[config.mk]
export PLATFORM = sky130hd
export DESIGN_NAME = uart_hold_fifos
export DESIGN_NICKNAME = d
export VERILOG_FILES = /design/src/rtl/uart_hq_pkg.sv /design/src/rtl/uart_hq_mode.sv /design/src/rtl/uart_hq_store.sv /design/src/rtl/uart_hq_queue.sv /design/src/rtl/uart_hold_fifos.sv
export SDC_FILE = /design/constraint.sdc
export NUM_CORES = 2
export LEC_CHECK = 0
export ABC_AREA = 0
export BUFFER_PORTS_ARGS = -buffer_cell sky130_fd_sc_hd__clkbuf_2
export CAP_MARGIN = 20
export CORE_MARGIN = 10
export CORE_UTILIZATION = 60
export CTS_BUF_LIST = sky130_fd_sc_hd__clkbuf_16
export CTS_CLUSTER_DIAMETER = 30
export DETAILED_ROUTE_END_ITERATION = 10
export PLACE_DENSITY = 0.84
export SYNTH_ARGS = -nofsm -noshare
export SYNTH_HDL_FRONTEND = slang
export SYNTH_SLANG_ARGS = --single-unit
[constraint.sdc]
create_clock -name clk -period 10.7 [get_ports clk]
set_input_delay 0.535 -clock clk [delete_from_list [all_inputs] [get_ports clk]]
set_output_delay 0.535 -clock clk [all_outputs]
set_load 0.02 [all_outputs]
[src/rtl/uart_hq_pkg.sv]
package uart_hq_pkg;
    localparam int HQ_DATA_W    = 8;
    localparam int HQ_DEPTH_MAX = 128;
    localparam int HQ_DEPTH_MID = 16;
    localparam int HQ_PTR_W     = $clog2(HQ_DEPTH_MAX);
    localparam int HQ_CNT_W     = HQ_PTR_W + 1;
    localparam int HQ_LVL_W     = 7;

    typedef enum logic [1:0] {
        HQ_BYTE   = 2'd0,
        HQ_D16    = 2'd1,
        HQ_D128   = 2'd2,
        HQ_D128_R = 2'd3
    } hq_mode_e;

    typedef struct packed {
        logic [HQ_CNT_W-1:0] count;
        logic                empty;
        logic                full;
    } hq_stat_t;

    function automatic logic [HQ_CNT_W-1:0] hq_limit(input hq_mode_e m);
        case (m)
            HQ_BYTE: hq_limit = HQ_CNT_W'(1);
            HQ_D16:  hq_limit = HQ_CNT_W'(HQ_DEPTH_MID);
            default: hq_limit = HQ_CNT_W'(HQ_DEPTH_MAX);
        endcase
    endfunction

    function automatic logic [HQ_LVL_W-1:0] hq_level(input logic [HQ_CNT_W-1:0] c);
        localparam int LMAX = (1 << HQ_LVL_W) - 1;
        if (int'(c) > LMAX) hq_level = HQ_LVL_W'(LMAX);
        else                hq_level = HQ_LVL_W'(c);
    endfunction
endpackage

[src/rtl/uart_hq_mode.sv]
module uart_hq_mode
    import uart_hq_pkg::*;
(
    input  logic                clk,
    input  logic                rst,
    input  logic [1:0]          mode_i,
    output logic                flush_o,
    output logic [HQ_CNT_W-1:0] limit_o
);
    hq_mode_e mode_q;

    always_ff @(posedge clk) begin
        if (rst) mode_q <= hq_mode_e'(mode_i);
        else     mode_q <= hq_mode_e'(mode_i);
    end

    assign flush_o = (hq_mode_e'(mode_i) != mode_q) && !rst;
    assign limit_o = hq_limit(mode_q);


    limit_legal_chk: assert property (@(posedge clk) disable iff (rst)
        (limit_o == HQ_CNT_W'(1)) || (limit_o == HQ_CNT_W'(HQ_DEPTH_MID)) ||
        (limit_o == HQ_CNT_W'(HQ_DEPTH_MAX)));
endmodule

[src/rtl/uart_hq_store.sv]
module uart_hq_store #(
    parameter int DATA_W = 8,
    parameter int DEPTH  = 128,
    localparam int AW    = $clog2(DEPTH)
) (
    input  logic              clk,
    input  logic              we,
    input  logic [AW-1:0]     waddr,
    input  logic [DATA_W-1:0] wdata,
    input  logic [AW-1:0]     raddr,
    output logic [DATA_W-1:0] rdata
);
    logic [DATA_W-1:0] mem [DEPTH];

    always_ff @(posedge clk) begin
        if (we) mem[waddr] <= wdata;
    end

    assign rdata = mem[raddr];
endmodule

[src/rtl/uart_hq_queue.sv]
module uart_hq_queue
    import uart_hq_pkg::*;
(
    input  logic                 clk,
    input  logic                 rst,
    input  logic                 flush,
    input  logic [HQ_CNT_W-1:0]  limit,
    input  logic                 push,
    input  logic [HQ_DATA_W-1:0] push_data,
    input  logic                 pop,
    output logic [HQ_DATA_W-1:0] head_data,
    output hq_stat_t             stat,
    output logic                 push_drop
);
    logic [HQ_PTR_W-1:0]  wr_ptr, rd_ptr;
    logic [HQ_CNT_W-1:0]  count;
    logic                 empty, full, push_ok, pop_ok;
    logic [HQ_DATA_W-1:0] raw;

    assign empty     = (count == '0);
    assign full      = (count >= limit);
    assign push_ok   = push && !full && !flush;
    assign pop_ok    = pop && !empty && !flush;
    assign push_drop = push && full && !flush;

    uart_hq_store #(.DATA_W(HQ_DATA_W), .DEPTH(HQ_DEPTH_MAX)) store_i (
        .clk   (clk),
        .we    (push_ok),
        .waddr (wr_ptr),
        .wdata (push_data),
        .raddr (rd_ptr),
        .rdata (raw)
    );

    always_ff @(posedge clk) begin
        if (rst || flush) begin
            wr_ptr <= '0;
            rd_ptr <= '0;
            count  <= '0;
        end else begin
            if (push_ok) wr_ptr <= wr_ptr + 1'b1;
            if (pop_ok)  rd_ptr <= rd_ptr + 1'b1;
            case ({push_ok, pop_ok})
                2'b10:   count <= count + 1'b1;
                2'b01:   count <= count - 1'b1;
                default: count <= count;
            endcase
        end
    end

    assign head_data   = empty ? '0 : raw;
    assign stat.count  = count;
    assign stat.empty  = empty;
    assign stat.full   = full;


    no_overflow_chk: assert property (@(posedge clk) disable iff (rst)
        count <= limit);

    drop_hold_chk: assert property (@(posedge clk) disable iff (rst)
        (push && full && !pop && !flush) |=> $stable(count));

    empty_pop_chk: assert property (@(posedge clk) disable iff (rst)
        (pop && empty && !push && !flush) |=> (count == '0));

    flush_clear_chk: assert property (@(posedge clk) disable iff (rst)
        flush |=> (count == '0));

    both_level_chk: assert property (@(posedge clk) disable iff (rst)
        (push && pop && !empty && !full && !flush) |=> $stable(count));
endmodule

[src/rtl/uart_hold_fifos.sv]
module uart_hold_fifos
    import uart_hq_pkg::*;
(
    input  logic                 clk,
    input  logic                 rst,
    input  logic [1:0]           mode_i,
    input  logic                 host_wr_i,
    input  logic [HQ_DATA_W-1:0] host_wdata_i,
    input  logic                 tx_pop_i,
    output logic [HQ_DATA_W-1:0] tx_data_o,
    input  logic                 tx_shift_busy_i,
    input  logic                 rx_push_i,
    input  logic [HQ_DATA_W-1:0] rx_data_i,
    input  logic                 host_rd_i,
    output logic [HQ_DATA_W-1:0] host_rdata_o,
    input  logic                 status_rd_i,
    output logic [HQ_LVL_W-1:0]  tx_level_o,
    output logic [HQ_LVL_W-1:0]  rx_level_o,
    output logic                 tx_empty_o,
    output logic                 tx_full_o,
    output logic                 rx_empty_o,
    output logic                 rx_full_o,
    output logic                 tx_idle_o,
    output logic                 rx_overrun_o
);
    logic                flush;
    logic [HQ_CNT_W-1:0] limit;
    hq_stat_t            tx_st, rx_st;
    logic                tx_drop_unused, rx_drop, ovr_q;

    uart_hq_mode mode_i_u (
        .clk     (clk),
        .rst     (rst),
        .mode_i  (mode_i),
        .flush_o (flush),
        .limit_o (limit)
    );

    uart_hq_queue txq_i (
        .clk       (clk),
        .rst       (rst),
        .flush     (flush),
        .limit     (limit),
        .push      (host_wr_i),
        .push_data (host_wdata_i),
        .pop       (tx_pop_i),
        .head_data (tx_data_o),
        .stat      (tx_st),
        .push_drop (tx_drop_unused)
    );

    uart_hq_queue rxq_i (
        .clk       (clk),
        .rst       (rst),
        .flush     (flush),
        .limit     (limit),
        .push      (rx_push_i),
        .push_data (rx_data_i),
        .pop       (host_rd_i),
        .head_data (host_rdata_o),
        .stat      (rx_st),
        .push_drop (rx_drop)
    );

    always_ff @(posedge clk) begin
        if (rst)              ovr_q <= 1'b0;
        else if (rx_drop)     ovr_q <= 1'b1;
        else if (status_rd_i) ovr_q <= 1'b0;
    end

    assign rx_overrun_o = ovr_q;
    assign tx_level_o   = hq_level(tx_st.count);
    assign rx_level_o   = hq_level(rx_st.count);
    assign tx_empty_o   = tx_st.empty;
    assign tx_full_o    = tx_st.full;
    assign rx_empty_o   = rx_st.empty;
    assign rx_full_o    = rx_st.full;
    assign tx_idle_o    = tx_st.empty && !tx_shift_busy_i;


    overrun_set_chk: assert property (@(posedge clk) disable iff (rst)
        (rx_push_i && rx_full_o && !flush) |=> rx_overrun_o);

    overrun_hold_chk: assert property (@(posedge clk) disable iff (rst)
        (rx_overrun_o && !status_rd_i) |=> rx_overrun_o);

    overrun_clear_chk: assert property (@(posedge clk) disable iff (rst)
        (status_rd_i && !(rx_push_i && rx_full_o && !flush)) |=> !rx_overrun_o);

    idle_busy_chk: assert property (@(posedge clk) disable iff (rst)
        tx_shift_busy_i |-> !tx_idle_o);
endmodule

==> summary.md <==
| Metric | Value |
|---|---|
| Minimum clock period | `between 6 and 7 ns` |
| First-iteration detailed-routing DRC count | `between 7k and 8k` |
| Final std cells w/o fill | `roughly 6.3k` |
| Synth Flop Type | `edfxtp_1` |
| Post-detailed-route wirelength per cell | `38.3 µm` |
| Worst min-delay path category | `input port to flop` |
| Layout cell share with drive strength beyond 1 | `0.282` |
| Vias per cell | `7.33` |
| Yosys reg bits | `between 2k and 2.5k` |
| Root Driver | `clkbuf_16` |
| Clk Latency, worst-skew pair | `0.91 ns` |
| Largest family of logic cells by synthesized area | `multiplexers` |
| Horiz. Die Dim | `approximately 390 µm` |
| XOR/XNOR Fraction of Synth Area | `0.00350` |
| Total setup buffers inserted after CTS | `0` |
| Initial Util | `0.602` |
| H-tree level count | `5` |
| Total gr overflow | `0` |
| Synth Area per Inst | `between 20 and 25 µm²` |
| PD cells | `217 nW/µm²` |
| Cells after Synth | `roughly 4k` |
| Syn Nets | `4024` |
| Max-cap violations | `0` |
| IO buf count | `61` |
| Layout net count | `4283` |
| Hold Fails Final Rpt | `0` |
| Synth Area in Adders | `0.00242` |
| GRT Util Overall | `0.308` |
| Num CTS Buffers | `358` |
| Hold_buf cts | `7` |
| WL met2 | `around 120 mm` |
| Async set-reset flop share out of synthesis | `0` |
| Clock Pin Slew Worst Setup and Hold Paths | `0.06 ns` |
| Detailed placer's ending HPWL | `~110 mm` |
| Critical path peak fanout | `roughly 110` |
| P_leak | `0.0299 µW` |
| Met3 Routed Length | `between 20 and 30 mm` |
| # IOs | `62` |
| Slew Limit Fails | `0` |
| FMAX | `about 160 MHz` |
| Fillers | `between 7k and 8k` |
| Die footprint | `roughly 150000 µm²` |
| Post-Synth Simple-Gate Area | `0.0366` |
| Rel. slew slack | `0.154` |
| TritonCTS clock tree | `done` |
| Row count | `roughly 140` |
| # diodes | `0` |
| First-pass detailed-route iteration total | `7` |
| EDFF count, synth | `roughly 2.0k` |
| Post-synthesis cell type count | `66` |
| Fin Clk Skew | `between 0.07 and 0.08 ns` |
| Top layer in use | `met5` |
| Critical path required time | `roughly 10 ns` |
| Status | `completed` |
| Final worst-path cycle share | `0.590` |
| Worst slew pin tran | `around 1.3 ns` |
| Vias in the first global route | `approximately 47k` |
| TNS Setup | `0 ns` |
| Largest net degree at the start of global routing | `about 130` |
| Crit Path Class | `flop to primary output` |
| CP Data Arrival Time | `5.78 ns` |
| Post-synthesis mux area share | `0.167` |
| DP Worst Slack | `around 5.8 ns` |
| Initial antenna violation count | `7` |
| DRT Wirelength | `~240 mm` |
| Final worst slack | `4.39 ns` |
| Sequential area share after synthesis | `0.759` |
| Mapped cell area | `between 80000 and 90000 µm²` |
| Setup repair after global routing missed its margin | `no` |
| Post-synthesis compound-gate area fraction | `0.0187` |
| Cts repair resizes | `0` |
| Routability cong. | `approximately 0.9` |
| Chip Height | `391 µm` |
| Final Setup Violations | `0` |
| Total power | `21000 µW` |
| Yosys warning count | `0` |
| First-pass GRT wire length | `between 300 and 400 mm` |
| Max Root-Sink Buffers | `4` |
| Met1 WL | `between 70 and 80 mm` |
| Max VDD drop | `~0.00026 V` |
| Detailed-route via count | `46.3k` |
| Crit end category | `primary output` |
| Placed insts | `roughly 5.7k` |
| Critical path launch point type | `flop` |
| # DRC | `0` |
| Post-route ant nets | `0` |
| Core area | `137000 µm²` |
| Area growth, synth to finish | `17.5%` |
| CTS sink count | `2109` |
-- cell usage in the layout (no fill, tap or decap), types with 45 or more instances in the layout --
cell type and n:
clkbuf_16 368, nand3_1 47, buf_4 58, edfxtp_1 2048
a21oi_1 51, nor2_1 325, dfxtp_1 52, mux2i_1 178
nand2_1 73, clkbuf_2 45, inv_1 45, bufinv_16 45
mux4_2 534
-- synth_stat cells (41+ instances only) --
cell type  count  area (µm²)
nand3_1       54         270
clkbuf_1     107         402
nor2b_1       43         269
edfxtp_1    2048       61500
a22oi_1       41         308
mux4_2       534       12000
nor2_1       325        1220
a21oi_1       51         255
dfxtp_1       61        1220
buf_2         69         345
mux2i_1      178        1780
nand2_1       73         274
buf_1         47         176
-- final timing paths --
| kind | startpoint | depth (start not counted) | slack (ns) | endpoint |
|---|---|---|---|---|
| setup / recovery | flop | 9 | 4.39 | host_rdata_o[2] |
| hold / removal | host_wdata_i[5] | 1 | 0.09 | txq_i.store_i.mem[85][5] |
| setup reg to reg | rxq_i.count[1] | 12 | 5.78 | rxq_i.count[6] |
| hold reg to reg | txq_i.rd_ptr[6] | 2 | 0.52 | flop |
-- routing by layer --
| layer | GRT usage | vias up |
|---|---|---|
| met5 | 0 | - |
| met2 | 0.499 | 4734 |
| met4 | 0.174 | 6 |
| met1 | 0.387 | 23400 |
| met3 | 0.0707 | 1063 |
| li1 | - | 17100 |
-- power breakdown --
| group | total, µW | leakage, µW | internal (µW) | switching (µW) |
|---|---|---|---|---|
| Combinational | 247 | 0.00507 | 38.0 | 209 |
| Sequential | 9070 | 0.0189 | 9060 | 3.92 |
| Clock | 11700 | 0.00592 | 7380 | 4350 |
-- sequential cells by signal (all words and copies together), names as in the netlist, named ones only --
register           cells
mode_i_u.mode_q        2
txq_i.count            8
rxq_i.count            8
rxq_i.store_i.mem   1024
rxq_i.wr_ptr           7
txq_i.rd_ptr           7
rxq_i.rd_ptr           7
txq_i.wr_ptr           7
txq_i.store_i.mem   1024
rx_overrun_o           1
-- metrics by stage --
stage | cell area (µm²) | utilization | hold WS, ns
3_3_place_gp | 84700 | 0.618 | 0.455
4_1_cts | 97000 | 0.707 | 0.0499
5_1_grt | 97000 | 0.708 | 0.0813
2_1_floorplan | 82600 | - | 0.459
3_5_place_dp | 84800 | 0.618 | 0.474
6_report | 97000 | 0.708 | 0.0905
-- area by class of cell --
| class | instances | area [µm²] | share of cell area |
|---|---|---|---|
| flip-flops and latches | 2109 | 62800 | 0.647 |
| multi-input cells | 1631 | 18900 | 0.195 |
| clock buffers | 368 | 9210 | 0.0949 |
| clock inverters | 269 | 2860 | 0.0295 |
| well taps | 1794 | 2240 | 0.0231 |
| repair buffers | 123 | 983 | 0.0101 |
| inverters | 18 | 67.6 | 0.000696 |
-- kinds of logic after synthesis --
logic type,count (synthesis)
simple gates,640
xor+xnor,33
compound gates,228
buf+inv,242
fa+ha+maj,16
flops,2109
mux,714
-- critical path, stage by stage, from the launching register on --
cell	delay (ns)
dfxtp_4	0.76
buf_12	0.61
buf_12	0.67
mux4_2	0.62
nor2b_1	0.16
a2111oi_0	0.83
nor3b_1	0.18
o211ai_1	0.20
a41oi_1	0.31
clkbuf_2	0.27
Note: power is estimated with default switching activity, not from simulation.
